File: config.mk
export PLATFORM = sky130hd
export DESIGN_NAME = piso_shift_inh
export DESIGN_NICKNAME = d
export VERILOG_FILES = /design/src/rtl/piso_pkg.sv /design/src/rtl/piso_sync.sv /design/src/rtl/piso_edge.sv /design/src/rtl/piso_stages.sv /design/src/rtl/piso_shift_inh.sv
export SDC_FILE = /design/constraint.sdc
export NUM_CORES = 1
export LEC_CHECK = 0
export CORE_MARGIN = 2
export CORE_UTILIZATION = 53
export CTS_BUF_LIST = sky130_fd_sc_hd__clkbuf_8
export DETAILED_ROUTE_END_ITERATION = 10
export PLACE_DENSITY = 0.86
export SYNTH_ARGS = -nofsm -noshare
export SYNTH_HDL_FRONTEND = slang
export SYNTH_SLANG_ARGS = --single-unit
export TNS_END_PERCENT = 10
File: constraint.sdc
create_clock -name clk -period 1 [get_ports clk]
set_input_delay 0.15 -clock clk [delete_from_list [all_inputs] [get_ports clk]]
set_output_delay 0.15 -clock clk [all_outputs]
set_load 0.02 [all_outputs]
File: src/rtl/piso_pkg.sv
package piso_pkg;
  typedef struct packed {
    logic load_n;
    logic sclk;
    logic hold;
  } ctrl_t;

  localparam int CTRL_W = $bits(ctrl_t);

  // Reset value: shift mode and effective clock high, so leaving reset
  // never looks like a rising edge and never loads.
  localparam ctrl_t CTRL_RST = '{load_n: 1'b1, sclk: 1'b1, hold: 1'b1};
endpackage

File: src/rtl/piso_sync.sv
module piso_sync #(
  parameter int W = 1,
  parameter int STAGES = 2,
  parameter logic [W-1:0] RST_VAL = '0
) (
  input  logic         clk,
  input  logic         rst_n,
  input  logic [W-1:0] d,
  output logic [W-1:0] q
);
  logic [STAGES-1:0][W-1:0] chain;

  always_ff @(posedge clk) begin
    if (!rst_n) begin
      for (int i = 0; i < STAGES; i++) chain[i] <= RST_VAL;
    end else begin
      chain[0] <= d;
      for (int i = 1; i < STAGES; i++) chain[i] <= chain[i-1];
    end
  end

  assign q = chain[STAGES-1];
endmodule

File: src/rtl/piso_edge.sv
module piso_edge (
  input  logic clk,
  input  logic rst_n,
  input  logic sclk_s,
  input  logic hold_s,
  output logic rise
);
  logic eff_clk;
  logic eff_clk_d;

  // Either input acts as the clock; the other acts as its gate.
  assign eff_clk = sclk_s | hold_s;

  always_ff @(posedge clk) begin
    if (!rst_n) eff_clk_d <= 1'b1;
    else        eff_clk_d <= eff_clk;
  end

  assign rise = eff_clk & ~eff_clk_d;
endmodule

File: src/rtl/piso_stages.sv
module piso_stages #(
  parameter int N = 8
) (
  input  logic         clk,
  input  logic         rst_n,
  input  logic         load_n_s,
  input  logic         shift_rise,
  input  logic         ser_s,
  input  logic [N-1:0] par_s,
  output logic [N-1:0] stage
);
  always_ff @(posedge clk) begin
    if (!rst_n)             stage <= '0;
    else if (!load_n_s)     stage <= par_s;
    else if (shift_rise)    stage <= {stage[N-2:0], ser_s};
  end
endmodule

File: src/rtl/piso_shift_inh.sv
module piso_shift_inh
  import piso_pkg::*;
#(
  parameter int N = 8,
  parameter int SYNC_STAGES = 2
) (
  input  logic         clk,
  input  logic         rst_n,
  input  logic         load_n_i,
  input  logic         sclk_i,
  input  logic         hold_i,
  input  logic         ser_i,
  input  logic [N-1:0] par_i,
  output logic         q_o,
  output logic         q_n_o
);
  localparam int DATA_W = N + 1;

  ctrl_t             ctrl_raw;
  ctrl_t             ctrl_s;
  logic [DATA_W-1:0] data_s;
  logic              load_n_s;
  logic              ser_s;
  logic [N-1:0]      par_s;
  logic              shift_rise;
  logic [N-1:0]      stage;

  assign ctrl_raw = '{load_n: load_n_i, sclk: sclk_i, hold: hold_i};

  piso_sync #(.W(CTRL_W), .STAGES(SYNC_STAGES), .RST_VAL(CTRL_RST)) ctrl_sync_i (
    .clk(clk), .rst_n(rst_n), .d(ctrl_raw), .q(ctrl_s)
  );

  // Data rides the same chain depth so it stays aligned with the controls.
  piso_sync #(.W(DATA_W), .STAGES(SYNC_STAGES), .RST_VAL('0)) data_sync_i (
    .clk(clk), .rst_n(rst_n), .d({ser_i, par_i}), .q(data_s)
  );

  assign load_n_s = ctrl_s.load_n;
  assign ser_s    = data_s[N];
  assign par_s    = data_s[N-1:0];

  piso_edge edge_i (
    .clk(clk), .rst_n(rst_n), .sclk_s(ctrl_s.sclk), .hold_s(ctrl_s.hold),
    .rise(shift_rise)
  );

  piso_stages #(.N(N)) stages_i (
    .clk(clk), .rst_n(rst_n), .load_n_s(load_n_s), .shift_rise(shift_rise),
    .ser_s(ser_s), .par_s(par_s), .stage(stage)
  );

  assign q_o   = stage[N-1];
  assign q_n_o = ~stage[N-1];
endmodule

==> flow_summary.ini <==
[floorplanning]
die_h_um = 47.9
start_util = 0.580
core.rowCount = 15
core-area_um2 = 1760
num_io_pins = 16
fp.dieArea_um2 = 2300
die_w_um = 47.9

[routing]
num_vias = 713
drc = 0
dr.pass1.iters = 4
routed_wl_um = 1550
postRouteAntennaNets = 0
drt_iter0_markers = 19
route.detailed.wl_per_inst_um = 10.7
vias_per_cell = 4.92

[setup_path]
slowest_delay_ns = 0.33
crit_chain = inv_1, buf_2
cp-start-kind = flop
worstPathRequired_ns = 0.85
arrival_ns = 0.78
reg2reg_from = ctrl_sync_i.q[1]
r2r_slack_ns = 0.08
reg2regPathDepth = 3
r2r_end = stages_i.stage[2]
cp_max_fo = 3
critPathKind = flop to output pin
crit_slowest_cell = dfxtp_2
end_kind = output pin

[global_routing]
antenna_found_initial = 0
grt_first_pass_wirelength_um = 2730
met3_usage = 0.0566
gr-usage-met1 = 0.211
use_met2 = 0.288
top_usage_layer = met2
grt_pass1_vias = 643
track_usage = 0.186
grt-ovfl-total = 0
grt_max_degree = 17

[finish]
finalNonFillerCells = 145
antenna_cells = 0
drive_gt1_frac = 0.142
final_common_cell = dfxtp_1
area_growth_syn_to_layout_pct = 28.1
nNetsFinal = 134
fin_util = 0.743
design_area_um2 = 1310
most-common-layout-cells = 30 x dfxtp_1, 18 x and2_1, 17 x nand2_1

[logic_synthesis]
seq_area_frac_synth = 0.645
synth_cell_types = 13
synth_top_area_frac = 0.645
synthesis.nets = 113
ys_seq_elements = 33
syn_area_um2 = 1020
syn_area_per_cell_um2 = 10.3
synth_top_area_cell = dfxtp_1
synth_area_leaders = dfxtp_1 65%, and2_1 11%, nand2_1 6.2%
syn_inst = 99
synth_warnings = 0

[sta]
finalCritPeriodShare = 0.933
holdWs_ns = 0.406
slew_viol_final = 0
worstMarginPinSlew_ns = 0.224
timing.fmax_mhz = 1070
final-hold-violation-count = 0
rsz0062_at_grt = no
layout_setup_ws_ns = 0.0667
min_period_ns = 0.933
slew_headroom = 0.850
final-setup-viol-count = 0
clock_skew_ns = 0.00255

[power]
power.density_nw_per_um2 = 1900
p_switching_mw = 0.477
swShare = 0.192
vdd_drop_max_uv = 1340
seqPwrFrac = 0.563
clkPwrFrac = 0.375
p_int_mw = 2.01
comb_power_share = 0.061
p_leak_nw = 0.507

[place]
dp_cells = 138
placed_area_um2 = 1220
dp_hpwl_um = 1110
numPortBuffers = 15
gp_congestion = 0.746
dpl_worst_slack_ns = -0.170

[cts]
root_buffer = clkbuf_8
clock_sinks = 33
clkTransAtPathRegs_ns = 0.06
h-tree-depth = 2
cts_buffers = 5
clk_latency_ns = 0.27
cts_tree = yes
clock_path_buffers = 2

[min_path]
hold_end = ctrl_sync_i.q[2]
worstHoldPathType = flop to flop
hp-start = ctrl_sync_i.chain[2]
holdPathStages = 1

[outcome]
status = finished clean

[flow_run]
maxCapViolCount = 0
[synthesized netlist by cell type]
master	instances
o21ba_2	1
nand2b_1	6
dfxtp_1	33
nor2_1	1
o21bai_2	1
a31oi_1	8
and2_1	18
clkbuf_1	1
nand2_1	17
buf_2	3
buf_6	1
o21ai_0	8
inv_1	1
[power groups by stage]
stage	registers [mW]	logic (mW)	clock network, mW
after global routing	1.41	0.170	1.02
after floorplan	1.42	0.0708	0
after CTS	1.40	0.155	0.960
after detailed placement	1.43	0.157	0
after global placement	1.42	0.149	0
final	1.40	0.153	0.933
[layout make-up]
type,instances,area (µm²)
tap,25,31.3
timing repair buffer,19,183
clock inverter,1,3.75
fill,142,453
multi-input combinational,60,343
inverter,1,3.75
sequential,33,664
clock buffer,6,82.6
[routing by layer]
layer  vias up  share of wire
met2        22           0.51
met1       325           0.39
met4         0          0.031
met5         -              0
met3         7          0.059
li1        359              -
[per-stage QoR]
step	setup TNS, ns	total power, mW
after floorplan	0	1.49
final	0	2.48
after global placement	-1.37	1.57
after global routing	0	2.60
after detailed placement	-2.53	1.58
after CTS	0	2.51
[worst max path at each step]
stage	startpoint	end	slack [ns]	depth (start not counted)
CTS	ctrl_sync_i.q[0]	stages_i.stage[1]	0.03	3
finish	stages_i.stage[7]	q_n_o	0.07	2
global placement	rst_n	ctrl_sync_i.q[0]	-0.11	4
floorplan	ctrl_sync_i.q[0]	stages_i.stage[0]	0.12	4
detailed placement	rst_n	stages_i.stage[2]	-0.17	4
global route	ctrl_sync_i.q[1]	stages_i.stage[2]	0.007	3
[flip-flops by register name, summed over array words and instances (netlist names)]
register           cells
data_sync_i.q          9
ctrl_sync_i.q          3
data_sync_i.chain      9
edge_i.eff_clk_d       1
stages_i.stage         8
ctrl_sync_i.chain      3
[cells by family after synthesis]
| logic type | share of synthesized area |
|---|---|
| buffers and inverters | 0.0330 |
| AOI/OAI and AO/OA | 0.109 |
| DFF | 0.645 |
| and+or+nand+nor | 0.213 |
[timing repair]
action / in CTS / in global routing
resized for setup: 10 / 3
endpoints found under the setup margin: 3 / 7
hold buffers: 0 / 0
setup buffers: 0 / 0
pin swaps: 0 / 1
[worst max-delay path, delay by kind of cell, from the launching register on]
| family | cells | cell delay (ns) |
|---|---|---|
| flops | 1 | 0.33 |
| buf+inv | 2 | 0.17 |
Note: power is estimated with default switching activity, not from simulation.
